**config.mk**
```make
export PLATFORM = sky130hd
export DESIGN_NAME = i2c_sclgen
export DESIGN_NICKNAME = d
export VERILOG_FILES = /design/src/rtl/i2c_sclgen_pkg.sv /design/src/rtl/sclgen_prescaler.sv /design/src/rtl/sclgen_deglitch.sv /design/src/rtl/sclgen_sequencer.sv /design/src/rtl/i2c_sclgen.sv
export SDC_FILE = /design/constraint.sdc
export NUM_CORES = 1
export LEC_CHECK = 0
export ABC_AREA = 1
export BUFFER_PORTS_ARGS = -buffer_cell sky130_fd_sc_hd__buf_2
export CORE_ASPECT_RATIO = 0.5
export CORE_MARGIN = 3
export CORE_UTILIZATION = 35
export DETAILED_ROUTE_END_ITERATION = 8
export PLACE_DENSITY_LB_ADDON = 0.05
export SYNTH_ARGS = -nofsm -noshare
export SYNTH_HDL_FRONTEND = slang
export SYNTH_HIERARCHICAL = 1
export SYNTH_SLANG_ARGS = --single-unit
```
**constraint.sdc**
```tcl
create_clock -name clk -period 4.5 [get_ports clk]
set_clock_uncertainty 0.1 [all_clocks]
set_input_delay 0.225 -clock clk [delete_from_list [all_inputs] [get_ports clk]]
set_output_delay 0.225 -clock clk [all_outputs]
set_load 0.02 [all_outputs]
```
**src/rtl/i2c_sclgen_pkg.sv**
```systemverilog
package i2c_sclgen_pkg;

  localparam int SG_WORD_W     = 32;
  // timing word field positions (decoded by the sequencer)
  localparam int SG_HI_LSB     = 8;
  localparam int SG_SH_LSB     = 16;
  localparam int SG_DV_LSB     = 24;
  // filter word field positions
  localparam int SG_SCL_FW_LSB = 16;
  localparam int SG_SDA_FW_LSB = 24;

  typedef enum logic [1:0] {
    OP_BIT   = 2'b00,
    OP_START = 2'b01,
    OP_STOP  = 2'b10,
    OP_BIT_X = 2'b11
  } sg_op_e;

  typedef enum logic [2:0] {
    SG_IDLE,
    SG_LOW,
    SG_WAIT,
    SG_HIGH,
    SG_HOLD
  } sg_state_e;

  function automatic logic sg_is_bit(input sg_op_e op);
    return !(op == OP_START || op == OP_STOP);
  endfunction

endpackage

```
**src/rtl/sclgen_prescaler.sv**
```systemverilog
module sclgen_prescaler #(
  parameter int PRE_W = 3
) (
  input  logic             clk,
  input  logic             rst_n,
  input  logic             restart,
  input  logic [PRE_W-1:0] presc,
  output logic             tick
);
  localparam int PC_W = (1 << PRE_W) - 1;

  logic [PC_W-1:0] pcnt;

  // low 'p' bits set: tick when they are all ones
  function automatic logic [PC_W-1:0] div_mask(input logic [PRE_W-1:0] p);
    logic [PC_W-1:0] m;
    m = '0;
    for (int i = 0; i < PC_W; i++) begin
      if (i < int'(p)) m[i] = 1'b1;
    end
    return m;
  endfunction

  always_ff @(posedge clk or negedge rst_n) begin
    if (!rst_n)       pcnt <= '0;
    else if (restart) pcnt <= '0;
    else              pcnt <= pcnt + 1'b1;
  end

  assign tick = (pcnt & div_mask(presc)) == div_mask(presc);

endmodule

```
**src/rtl/sclgen_deglitch.sv**
```systemverilog
module sclgen_deglitch #(
  parameter int FILT_W = 4
) (
  input  logic              clk,
  input  logic              rst_n,
  input  logic [FILT_W-1:0] width,
  input  logic              line_in,
  output logic              sync_out,
  output logic              filt_out
);
  logic              s1, s2, q;
  logic [FILT_W-1:0] run;

  // true when this cycle completes 'w' consecutive differing cycles
  function automatic logic run_full(input logic [FILT_W-1:0] r,
                                    input logic [FILT_W-1:0] w);
    return ({1'b0, r} + 1'b1) >= {1'b0, w};
  endfunction

  always_ff @(posedge clk or negedge rst_n) begin
    if (!rst_n) begin
      s1  <= 1'b1;
      s2  <= 1'b1;
      q   <= 1'b1;
      run <= '0;
    end else begin
      s1 <= line_in;
      s2 <= s1;
      if (width == '0) begin
        q   <= s2;
        run <= '0;
      end else if (s2 == q) begin
        run <= '0;
      end else if (run_full(run, width)) begin
        q   <= s2;
        run <= '0;
      end else begin
        run <= run + 1'b1;
      end
    end
  end

  assign sync_out = s2;
  assign filt_out = (width == '0) ? s2 : q;

endmodule

```
**src/rtl/sclgen_sequencer.sv**
```systemverilog
module sclgen_sequencer
  import i2c_sclgen_pkg::*;
#(
  parameter int CNT_W = 8,
  parameter int LO_W  = 6
) (
  input  logic                 clk,
  input  logic                 rst_n,
  input  logic                 tick,
  input  logic                 cmd_valid,
  input  logic [1:0]           cmd_op,
  input  logic                 cmd_bit,
  input  logic [SG_WORD_W-1:0] tword,
  input  logic                 scl_filt,
  input  logic                 sda_filt,
  output logic                 accept,
  output logic                 cmd_ready,
  output logic                 cmd_done,
  output logic                 scl_drv_low,
  output logic                 sda_drv_low,
  output logic                 sda_sample,
  output logic                 sample_bit,
  output logic                 ph_bit_high
);
  sg_state_e        state;
  sg_op_e           op_q, op_in;
  logic             bit_q, owned, dv_pend;
  logic [CNT_W-1:0] cnt, dv_cnt, hi_q, sh_q;
  logic [CNT_W-1:0] w_lo, w_hi, w_sh, w_dv;
  logic             unused_tword;

  function automatic logic [CNT_W-1:0] get_lo(input logic [SG_WORD_W-1:0] w);
    return CNT_W'(w[LO_W-1:0]);
  endfunction

  function automatic logic [CNT_W-1:0] get_fld(input logic [SG_WORD_W-1:0] w,
                                               input int lsb);
    return w[lsb +: CNT_W];
  endfunction

  function automatic logic last_tick(input logic [CNT_W-1:0] c);
    return c <= CNT_W'(1);
  endfunction

  assign op_in  = sg_op_e'(cmd_op);
  assign w_lo   = get_lo(tword);
  assign w_hi   = get_fld(tword, SG_HI_LSB);
  assign w_sh   = get_fld(tword, SG_SH_LSB);
  assign w_dv   = get_fld(tword, SG_DV_LSB);
  assign unused_tword = ^tword[SG_HI_LSB-1:LO_W];

  assign cmd_ready   = (state == SG_IDLE);
  assign accept      = cmd_valid && cmd_ready;
  assign ph_bit_high = (state == SG_HIGH) && sg_is_bit(op_q);

  always_ff @(posedge clk or negedge rst_n) begin
    if (!rst_n) begin
      state       <= SG_IDLE;
      op_q        <= OP_BIT;
      bit_q       <= 1'b1;
      owned       <= 1'b0;
      dv_pend     <= 1'b0;
      cnt         <= '0;
      dv_cnt      <= '0;
      hi_q        <= '0;
      sh_q        <= '0;
      scl_drv_low <= 1'b0;
      sda_drv_low <= 1'b0;
      cmd_done    <= 1'b0;
      sda_sample  <= 1'b0;
      sample_bit  <= 1'b1;
    end else begin
      cmd_done   <= 1'b0;
      sda_sample <= 1'b0;
      unique case (state)
        SG_IDLE: begin
          if (cmd_valid) begin
            op_q    <= op_in;
            bit_q   <= cmd_bit;
            hi_q    <= w_hi;
            sh_q    <= w_sh;
            dv_pend <= 1'b0;
            if (op_in == OP_START && !owned) begin
              sda_drv_low <= 1'b1;
              cnt         <= w_sh;
              state       <= SG_HOLD;
            end else begin
              cnt   <= w_lo;
              state <= SG_LOW;
              if (op_in == OP_START) begin
                sda_drv_low <= 1'b0;
              end else if (op_in == OP_STOP) begin
                sda_drv_low <= 1'b1;
              end else if (w_dv == '0) begin
                sda_drv_low <= !cmd_bit;
              end else begin
                dv_cnt  <= w_dv;
                dv_pend <= 1'b1;
              end
            end
          end
        end
        SG_LOW: begin
          if (tick) begin
            if (dv_pend && (last_tick(dv_cnt) || last_tick(cnt))) begin
              sda_drv_low <= !bit_q;
              dv_pend     <= 1'b0;
            end else if (dv_pend) begin
              dv_cnt <= dv_cnt - 1'b1;
            end
            if (last_tick(cnt)) begin
              scl_drv_low <= 1'b0;
              state       <= SG_WAIT;
            end else begin
              cnt <= cnt - 1'b1;
            end
          end
        end
        SG_WAIT: begin
          if (tick && scl_filt) begin
            state <= SG_HIGH;
            if (sg_is_bit(op_q)) begin
              cnt        <= hi_q;
              sda_sample <= 1'b1;
              sample_bit <= sda_filt;
            end else begin
              cnt <= sh_q;
            end
          end
        end
        SG_HIGH: begin
          if (tick) begin
            if (!last_tick(cnt)) begin
              cnt <= cnt - 1'b1;
            end else if (op_q == OP_START) begin
              sda_drv_low <= 1'b1;
              cnt         <= sh_q;
              state       <= SG_HOLD;
            end else if (op_q == OP_STOP) begin
              sda_drv_low <= 1'b0;
              owned       <= 1'b0;
              cmd_done    <= 1'b1;
              state       <= SG_IDLE;
            end else begin
              scl_drv_low <= 1'b1;
              cmd_done    <= 1'b1;
              state       <= SG_IDLE;
            end
          end
        end
        SG_HOLD: begin
          if (tick) begin
            if (last_tick(cnt)) begin
              scl_drv_low <= 1'b1;
              owned       <= 1'b1;
              cmd_done    <= 1'b1;
              state       <= SG_IDLE;
            end else begin
              cnt <= cnt - 1'b1;
            end
          end
        end
        default: state <= SG_IDLE;
      endcase
    end
  end

endmodule

```
**src/rtl/i2c_sclgen.sv**
```systemverilog
module i2c_sclgen
  import i2c_sclgen_pkg::*;
#(
  parameter int PRE_W  = 3,
  parameter int CNT_W  = 8,
  parameter int LO_W   = 6,
  parameter int FILT_W = 4
) (
  input  logic                 clk,
  input  logic                 rst_n,
  input  logic [PRE_W-1:0]     presc,
  input  logic                 hs_mode,
  input  logic [SG_WORD_W-1:0] timing_std,
  input  logic [SG_WORD_W-1:0] timing_hs,
  input  logic [SG_WORD_W-1:0] filt_cfg,
  input  logic                 cmd_valid,
  input  logic [1:0]           cmd_op,
  input  logic                 cmd_bit,
  output logic                 cmd_ready,
  output logic                 cmd_done,
  input  logic                 scl_in,
  input  logic                 sda_in,
  output logic                 scl_drv_low,
  output logic                 sda_drv_low,
  output logic                 scl_filt,
  output logic                 sda_filt,
  output logic                 sda_sample,
  output logic                 sample_bit
);
  localparam int N_LINES = 2;   // index 0 = SCL, 1 = SDA

  logic                             tick, accept, ph_bit_high;
  logic [N_LINES-1:0]               line_raw, line_sync, line_filt;
  logic [N_LINES-1:0][FILT_W-1:0]   line_fw;
  logic [SG_WORD_W-1:0]             tword;
  logic                             scl_sync_w;
  logic [FILT_W-1:0]                scl_fw;
  logic                             unused_filt;

  assign tword      = hs_mode ? timing_hs : timing_std;
  assign line_raw   = {sda_in, scl_in};
  assign line_fw[0] = filt_cfg[SG_SCL_FW_LSB +: FILT_W];
  assign line_fw[1] = filt_cfg[SG_SDA_FW_LSB +: FILT_W];
  assign unused_filt = ^{filt_cfg[SG_WORD_W-1:SG_SDA_FW_LSB+FILT_W],
                         filt_cfg[SG_SDA_FW_LSB-1:SG_SCL_FW_LSB+FILT_W],
                         filt_cfg[SG_SCL_FW_LSB-1:0]};

  sclgen_prescaler #(.PRE_W(PRE_W)) u_presc (
    .clk     (clk),
    .rst_n   (rst_n),
    .restart (accept),
    .presc   (presc),
    .tick    (tick)
  );

  for (genvar g = 0; g < N_LINES; g++) begin : g_line
    sclgen_deglitch #(.FILT_W(FILT_W)) u_flt (
      .clk      (clk),
      .rst_n    (rst_n),
      .width    (line_fw[g]),
      .line_in  (line_raw[g]),
      .sync_out (line_sync[g]),
      .filt_out (line_filt[g])
    );
  end

  assign scl_filt   = line_filt[0];
  assign sda_filt   = line_filt[1];
  assign scl_sync_w = line_sync[0];
  assign scl_fw     = line_fw[0];

  sclgen_sequencer #(.CNT_W(CNT_W), .LO_W(LO_W)) u_seq (
    .clk         (clk),
    .rst_n       (rst_n),
    .tick        (tick),
    .cmd_valid   (cmd_valid),
    .cmd_op      (cmd_op),
    .cmd_bit     (cmd_bit),
    .tword       (tword),
    .scl_filt    (scl_filt),
    .sda_filt    (sda_filt),
    .accept      (accept),
    .cmd_ready   (cmd_ready),
    .cmd_done    (cmd_done),
    .scl_drv_low (scl_drv_low),
    .sda_drv_low (sda_drv_low),
    .sda_sample  (sda_sample),
    .sample_bit  (sample_bit),
    .ph_bit_high (ph_bit_high)
  );

endmodule

```
==> results of run 1 <==
[worst max path at each step]
stage              endpoint  slack, ns  cells past startpoint
2_1_floorplan  u_seq/cnt[3]       2.57                     13
3_3_place_gp   u_seq/cnt[1]       1.78                     12
3_5_place_dp   u_seq/cnt[1]       1.77                     12
4_1_cts        u_seq/cnt[1]       1.74                     12
5_1_grt        u_seq/cnt[1]       1.44                     12
6_report       u_seq/cnt[1]       1.77                     12
[flip-flops by register name, indices dropped and copies added (netlist names), 2 cells and up]
signal                 cells
u_seq/op_q                 2
g_line.u_flt/s1            2
u_seq/sh_q                 8
u_seq/state                3
u_seq/dv_cnt               8
u_seq/hi_q                 8
u_seq/cnt                  8
g_line.u_flt/sync_out      2
g_line.u_flt/q             2
g_line.u_flt/run           8
u_presc/pcnt               7
[per-stage QoR]
| stage | worst slack [ns] | total power (µW) |
|---|---|---|
| 2_1_floorplan | 2.57 | 2530 |
| 3_3_place_gp | 1.78 | 2950 |
| 3_5_place_dp | 1.77 | 2960 |
| 4_1_cts | 1.74 | 3720 |
| 5_1_grt | 1.44 | 4080 |
| 6_report | 1.77 | 3660 |
[critical path, delay by kind of cell (launching register included)]
| kind | cells | cell delay, ns |
|---|---|---|
| AOI/OAI and AO/OA | 2 | 0.69 |
| buffers and inverters | 2 | 0.47 |
| and+or+nand+nor | 8 | 0.97 |
| DFF | 1 | 0.45 |
[placed cells by master, fill, tap and decap left out, types with 3 or more instances in the layout]
| cell | count |
|---|---|
| nor2_1 | 77 |
| clkbuf_16 | 9 |
| nor2_2 | 7 |
| nor2_4 | 5 |
| nand4_1 | 3 |
| nand3_2 | 4 |
| xor2_1 | 8 |
| nand2_4 | 4 |
| ha_1 | 17 |
| dlygate4sd3_1 | 4 |
| buf_2 | 87 |
| dfstp_2 | 8 |
| dfrtp_1 | 58 |
| nand2_1 | 322 |
| inv_2 | 10 |
| o21ai_0 | 43 |
| nand2_2 | 18 |
| o21ai_1 | 4 |
| nand3_1 | 45 |
| a21oi_1 | 14 |
| inv_1 | 75 |
[routing by layer]
metal | vias up | wire length, µm
met5 | - | 0
met4 | 0 | 109
met3 | 10 | 426
met2 | 77 | 5490
met1 | 2096 | 6160
li1 | 2484 | -
[area by class of cell]
type	instances	area, µm²
Timing Repair Buffer	93	490
Tap cell	186	233
Multi-Input combinational cell	582	2750
Clock inverter	4	50.0
Inverter	87	334
Fill cell	1408	7400
Clock buffer	12	256
Sequential cell	66	1660
[power by group through the flow]
stage / Clock, µW / Combinational [µW] / Sequential [µW]
finish: 720 / 1900 / 1040
global route: 776 / 2230 / 1070
CTS: 753 / 1930 / 1040
detailed placement: 0 / 1920 / 1040
global placement: 0 / 1900 / 1050
floorplan: 0 / 1530 / 1010
[repair_timing]
item	CTS	global route
endpoints found under the hold margin	26	0
hold buffers	4	0
endpoints found under the setup margin	0	0
resized for setup	0	0
==> impl_results.md, run 1 <==
- DRC Markers: 0
- Worst Hold End: u_seq/op_q[0]
- Drt wl/cell: 11.8 µm
- Comb power frac: 0.519
- Final std cells w/o fill: 1030
- Total gr overflow: 0
- Final nets: 964
- Cell mode on critical path: nand2_1
- Pre-Repair DR Iteration Count: 4
- Die span in x: 174 µm
- Gr usage total: 0.163
- Grt met2 use: 0.269
- Met1 usage: 0.220
- RSZ-0062 raised after global routing: no
- Sw frac: 0.472
- Min-delay worst type: in2reg
- Placed cell area: 5430 µm²
- # setup viols final: 0
- Post-route cell area: 5770 µm²
- Worst-Skew Late Latency: 0.33 ns
- # Post-CTS Setup Buffers: 0
- Worst hold start: cmd_op[0]
- Setup_tns: 0 ns
- Flop pwr share: 0.284
- Slew Viols, Final: 0
- Period utilisation layout: 0.607
- Tightest Pin Transition: 0.720 ns
- Ys Warns: 6
- Status: complete, no violations
- H-Tree Depth: 3
- TritonCTS clock tree: yes
- Peak VDD IR: 0.184 mV
- Hold Fails Final Rpt: 0
- Switch Pwr: 1720 µW
- Reg-to-Reg Start: u_presc/pcnt[2]
- Vias: 4667
- Leakage Power: 0.00322 µW
- Worst EP arrival: 2.91 ns
- Hold Crit Depth: 3
- DRT iter0 DRCs: 214
- Crit Path Max Fanout: 13
- Clk slew on worst S/H paths: 0.06 ns
- CTS Root Cell: clkbuf_16
- Post-Syn Area per Cell: 6.52 µm²
- Number of global-route vias before repair: 4497
- Layout overhead on the synthesized area: 17.4%
- I/O pin cnt: 116
- Core area: 13200 µm²
- Placed insts: 1010
- TritonCTS Sinks: 66
- CP max-delay cell: a21oi_1
- Last weighted congestion value of the routability-driven placer: 0.850
- CTS max path bufs: 2
- Synth Instances: 754
- Synthesized Nets: 879
- Antenna Nets Post-Route: 0
- Antenna Cells: 0
- CP Cell Sequence: nand2_2 > a21oi_1 > nand2_1 > a21oi_1 > inv_1 > nand3_1 > nand2_1 > nor2_1 > nand3_2 > inv_1 > nand3_1 > nand2_1
- Routed vias/inst: 4.53
- DP HPWL: 9.56 mm
- First-pass GRT wire length: 21.2 mm
- Final core utilization: 0.438
- Max Cap Viol: 0
- Fmax: 0.366 GHz
- CP startpoint kind: flip-flop
- Hold slack: 0.0374 ns
- RR Endpoint: u_seq/cnt[1]
- Worst reg2reg setup slack: 1.77 ns
- Initial Utilization: 0.373
- Total wire length: 12.2 mm
- PortBufs: 87
- Cts bufs inserted: 9
- Crit. End Element: flip-flop
- Largest net degree at the start of global routing: 42
- Max incr delay on CP: 0.56 ns
- Most Crowded Layer GR: met2
- Pwr dens: 633 nW/µm²
- Reg2reg path depth: 12
- Die Area: 15600 µm²
- GR Util met3: 0.0370
- CP Launch Point: u_presc/pcnt[2]
- Initial antenna violation count: 0
- Post-Synthesis Cell Area: 4920 µm²
- Clock share of power: 0.197
- Max-slew headroom: 0.518
- Shortest period the worst path allows: 2.73 ns
- Critical Path RT: 4.67 ns
- Pint: 1930 µW
- Die height: 89.8 µm
- Row count: 29
- Share of cells above drive strength 1: 0.198
- Critical Setup Path Class: reg2reg
Note: power is estimated with default switching activity, not from simulation.
==> inputs of run 2 (changes only) <==
- ABC_AREA: 1 -> 0
- clock period: 4.5 -> 2.3 ns (I/O delays scaled with it)
==> run 2 against run 1 <==
  * Non-clock buffer count is 56 higher
  * Setup slack worse by 1.7 ns
  * Routed wire length is 2.7% higher
  * Count of clock-buffer cells in the layout is 2 lower
  * Area after synthesis is 4.7% lower
  * Critical path depth is 7 lower
  * Global-route usage is 0.86 points higher
  * Register-to-register slack worse by 1.7 ns
  * Sequential share of layout area is 1.3 points lower
  * Largest cell class unchanged
  * Largest power group unchanged
==> impl_results.md, run 2 <==
- Max incr delay on CP: 0.61 ns
- Switch Pwr: 2760 µW
- Row count: 29
- Core area: 12900 µm²
- Max Cap Viol: 0
- Last weighted congestion value of the routability-driven placer: 0.838
- Post-Syn Area per Cell: 9.86 µm²
- First-pass GRT wire length: 20.3 mm
- Shortest period the worst path allows: 2.22 ns
- Worst-Skew Late Latency: 0.33 ns
- Total gr overflow: 0
- Setup_tns: 0 ns
- PortBufs: 87
- Hold Crit Depth: 3
- Gr usage total: 0.172
- Min-delay worst type: in2reg
- Pint: 4380 µW
- Post-Synthesis Cell Area: 4680 µm²
- Cts bufs inserted: 9
- Ys Warns: 6
- Slew Viols, Final: 0
- Fill count: 1275
- H-Tree Depth: 3
- Hold Fails Final Rpt: 0
- Most common cell after layout, fill and taps aside: buf_2
- Die height: 87.8 µm
- Crit. End Element: flip-flop
- Antenna Nets Post-Route: 0
- Most frequent cells in the layout: buf_2, dfrtp_1, buf_4, nand2_1, nor2_1
- Worst hold start: cmd_op[1]
- TritonCTS clock tree: yes
- Crit Path Max Fanout: 5
- Layout overhead on the synthesized area: 29.0%
- Flop pwr share: 0.286
- Drt wl/cell: 16.0 µm
- Tightest Pin Transition: 0.525 ns
- Worst reg2reg setup slack: 0.08 ns
- Post-route cell area: 6040 µm²
- Final nets: 734
- Total wire length: 12.5 mm
- Largest net degree at the start of global routing: 67
- Sw frac: 0.387
- I/O pin cnt: 116
- Pwr dens: 1180 nW/µm²
- Worst EP arrival: 2.33 ns
- Initial antenna violation count: 0
- Synthesized Nets: 600
- Antenna Cells: 0
- Hold slack: 0.0200 ns
- # setup viols final: 0
- CP Buf/Inv Count: 0
- Max-slew headroom: 0.646
- Die span in x: 170 µm
- Worst Hold End: u_seq/op_q[1]
- Routed vias/inst: 5.22
- Comb power frac: 0.502
- DRC Markers: 0
- Critical Setup Path Class: reg2reg
- RSZ-0062 raised after global routing: yes
- Pre-Repair DR Iteration Count: 4
- Placed cell area: 5600 µm²
- TritonCTS Sinks: 66
- Vias: 4092
- Tot Pwr: 7150 µW
- CP max-delay cell: or4_4
- Fmax: 0.451 GHz
- Reg-to-Reg Start: u_seq/cnt[5]
- DRT iter0 DRCs: 231
- CTS max path bufs: 2
- Die Area: 14900 µm²
- Clock share of power: 0.212
- Peak VDD IR: 0.504 mV
- Leakage Power: 0.00278 µW
- Number of global-route vias before repair: 3864
- Reg2reg path depth: 5
- Initial Utilization: 0.364
- Critical path's top delay family: simple AND/OR/NAND/NOR gates
- Area of the multi-input gates: 2810 µm²
- Final setup margin: 0.0846 ns
- Storage cell area: 1660 µm²
- DP HPWL: 9.50 mm
- Share of cells above drive strength 1: 0.412
- CP startpoint kind: flip-flop
- CTS Root Cell: clkbuf_16
- Period utilisation layout: 0.963
- RR Endpoint: u_seq/dv_cnt[6]
- Status: complete, no violations
- Clk slew on worst S/H paths: 0.06 ns
- CP Cell Sequence: or4_4 > nor3_4 > o21a_2 > a21oi_2 > a221o_1
- Pre-CTS setup slack: -0.0136 ns
- Synth Instances: 475
- Critical Path RT: 2.41 ns
[run 2: through the flow]
step / cells / utilization
after global routing: 784 / 0.469
final: 784 / 0.469
after floorplan: 475 / -
after detailed placement: 760 / 0.434
after CTS: 781 / 0.464
after global placement: 760 / 0.434
[run 2: routing by layer]
metal  track usage  up-vias  part of all wire
met3        0.0383        8             0.055
li1              -     2023                 -
met1         0.265     1949              0.53
met5             0        -                 0
met2         0.238      112              0.40
met4        0.0467        0            0.0069
[run 2: worst max-delay path by stage]
stage | start | end | slack [ns] | cells past startpoint
after floorplan | u_seq/state[1] | u_seq/hi_q[3] | 0.004 | 6
after global placement | u_presc/pcnt[4] | u_seq/cnt[3] | -0.0004 | 8
after detailed placement | u_presc/pcnt[4] | u_seq/cnt[6] | -0.01 | 8
after CTS | u_presc/pcnt[4] | u_seq/cnt[3] | 0.001 | 8
after global routing | u_seq/cnt[5] | u_seq/sda_drv_low | -0.03 | 5
final | u_seq/cnt[5] | u_seq/dv_cnt[6] | 0.08 | 5
[run 2: tightest hold or removal path, stage by stage]
cell and delay, ns:
buf_2 0.15, nand2_1 0.06, o21ai_0 0.07
[run 2: repair_timing]
action | 4_1_cts | 5_1_grt
pin swaps | 1 | 3
endpoints found under the setup margin | 6 | 19
resized for setup | 2 | 8
setup buffers | 0 | 3
hold buffers | 5 | 0
hold endpoints to repair | 62 | 0
[run 2: power by group through the flow]
stage | clock network (µW) | logic, µW | registers, µW
after floorplan | 0 | 2370 | 1950
after global placement | 0 | 3480 | 2050
after detailed placement | 0 | 3490 | 2060
after CTS | 1550 | 3510 | 2050
after global routing | 1610 | 3970 | 2120
final | 1510 | 3590 | 2050
[run 2: final cells by class]
cell class                 instances  area share
clock buffer                      10      0.0395
clock inverter                     6      0.0149
inverter                          24      0.0149
multi-input combinational        359       0.464
sequential                        66       0.275
tap                              170      0.0352
timing repair buffer             149       0.156
==> inputs of run 3 (changes only) <==
- MAX_ROUTING_LAYER: not set -> met4
==> run 3 against run 2 <==
  * Routed wire length is 0.12% lower
  * Highest routed layer unchanged
  * Total power is 0.16% lower
  * Cell count stayed put
  * Hold slack worse by 0.0026 ns
  * Critical path depth stayed put
  * First-iteration DRC count is 9.5% lower
  * Setup slack worse by 0.012 ns
==> impl_results.md, run 3 (same netlist as run 2, synthesis figures left out) <==
- Status: complete, no violations
- Fill count: 1275
- CP startpoint kind: flip-flop
- Critical Path RT: 2.41 ns
- DP HPWL: 9.50 mm
- Max Cap Viol: 0
- Layout overhead on the synthesized area: 29.0%
- CP max-delay cell: or4_4
- Slew Viols, Final: 0
- Initial antenna violation count: 0
- Total gr overflow: 0
- Largest net degree at the start of global routing: 67
- Hold Fails Final Rpt: 0
- Crit Path Max Fanout: 5
- Final nets: 734
- Clk slew on worst S/H paths: 0.06 ns
- Peak VDD IR: 0.506 mV
- Share of cells above drive strength 1: 0.412
- Gr usage total: 0.178
- Total wire length: 12.5 mm
- Most common cell after layout, fill and taps aside: buf_2
- Critical Setup Path Class: reg2reg
- CP Cell Sequence: or4_4 > nor3_4 > o21a_2 > a21oi_2 > a221o_1
- First-pass GRT wire length: 20.3 mm
- Die height: 87.8 µm
- Most frequent cells in the layout: buf_2, dfrtp_1, buf_4, nand2_1, nor2_1
- H-Tree Depth: 3
- CTS max path bufs: 2
- Worst EP arrival: 2.34 ns
- Routed vias/inst: 5.19
- Shortest period the worst path allows: 2.23 ns
- Cts bufs inserted: 9
- Initial Utilization: 0.364
- Die span in x: 170 µm
- # setup viols final: 0
- Period utilisation layout: 0.968
- RSZ-0062 raised after global routing: yes
- Vias: 4066
- Tot Pwr: 7140 µW
- DRC Markers: 0
- Min-delay worst type: in2reg
- Die Area: 14900 µm²
- TritonCTS Sinks: 66
- Max-slew headroom: 0.638
- Antenna Nets Post-Route: 0
- Crit. End Element: flip-flop
- Tightest Pin Transition: 0.538 ns
- TritonCTS clock tree: yes
- Pwr dens: 1180 nW/µm²
- Fmax: 0.449 GHz
- Number of global-route vias before repair: 3857
- Pre-Repair DR Iteration Count: 4
- Core area: 12900 µm²
- PortBufs: 87
- Setup_tns: 0 ns
- Last weighted congestion value of the routability-driven placer: 0.851
- Max incr delay on CP: 0.61 ns
- Drt wl/cell: 15.9 µm
- Row count: 29
- DRT iter0 DRCs: 209
- CTS Root Cell: clkbuf_16
- Leakage Power: 0.00278 µW
- Worst-Skew Late Latency: 0.33 ns
- I/O pin cnt: 116
- Antenna Cells: 0
run 3: cell counts in the layout (fill, tap and decap cells not counted):
Identical to the previous run, type by type.
run 3: layout make-up:
class,instances,area (µm²),share of cell area
Clock inverter,6,90.1,0.0149
Clock buffer,10,239,0.0395
Tap cell,170,213,0.0352
Timing Repair Buffer,149,942,0.156
Inverter,24,90.1,0.0149
Multi-Input combinational cell,359,2810,0.464
Sequential cell,66,1660,0.275
run 3: through the flow:
| stage | hold WS (ns) | cell area, µm² | utilization | setup slack (ns) | std cells |
|---|---|---|---|---|---|
| finish | 0.0175 | 6040 | 0.469 | 0.0727 | 784 |
| global route | 0.0316 | 6040 | 0.469 | -0.0273 | 784 |
| CTS | 0.00828 | 5980 | 0.464 | 0.00146 | 781 |
| detailed placement | 0.0690 | 5600 | 0.434 | -0.0136 | 760 |
| global placement | 0.0647 | 5600 | 0.434 | -0.000415 | 760 |
| floorplan | -0.281 | 4690 | - | 0.00441 | 475 |
run 3: where the power goes:
part | leakage, µW | switching, µW | internal (µW)
logic | 0.00184 | 1820 | 1760
clock network | 0.000159 | 532 | 980
registers | 0.000790 | 401 | 1640
run 3: critical path: cells and delay by family (launching register included):
kind,cells,cell delay (ns)
DFF,1,0.40
and+or+nand+nor,2,0.93
AOI/OAI and AO/OA,3,0.67
run 3: path summary, 6_finish.rpt:
kind	from	end	slack, ns	cells after the start
worst max register to register	u_seq/cnt[5]	u_seq/dv_cnt[6]	0.07	5
min in group asynchronous	rst_n	g_line[0].u_flt/run[0]	0.24	3
worst max-delay path	u_seq/cnt[5]	u_seq/dv_cnt[6]	0.07	5
worst min register to register	g_line[1].u_flt/s1	g_line[1].u_flt/sync_out	0.25	0
max in group asynchronous	rst_n	g_line[0].u_flt/q	1.53	3
worst min-delay path	cmd_op[1]	u_seq/op_q[1]	0.02	3
run 3: what timing repair did:
| item | 4_1_cts | 5_1_grt |
|---|---|---|
| resized for setup | 2 | 8 |
| pin swaps | 1 | 3 |
| hold buffers | 5 | 0 |
| buffers inserted | 0 | 3 |
| endpoints found under the setup margin | 6 | 19 |
| hold endpoints to repair | 62 | 0 |
run 3: metal layers:
| metal | track usage | wire length (µm) | vias to the layer above |
|---|---|---|---|
| li1 | - | - | 2022 |
| met4 | 0.0467 | 91 | 0 |
| met2 | 0.236 | 5090 | 92 |
| met1 | 0.268 | 6700 | 1944 |
| met3 | 0.0374 | 620 | 8 |
| met5 | - | 0 | - |
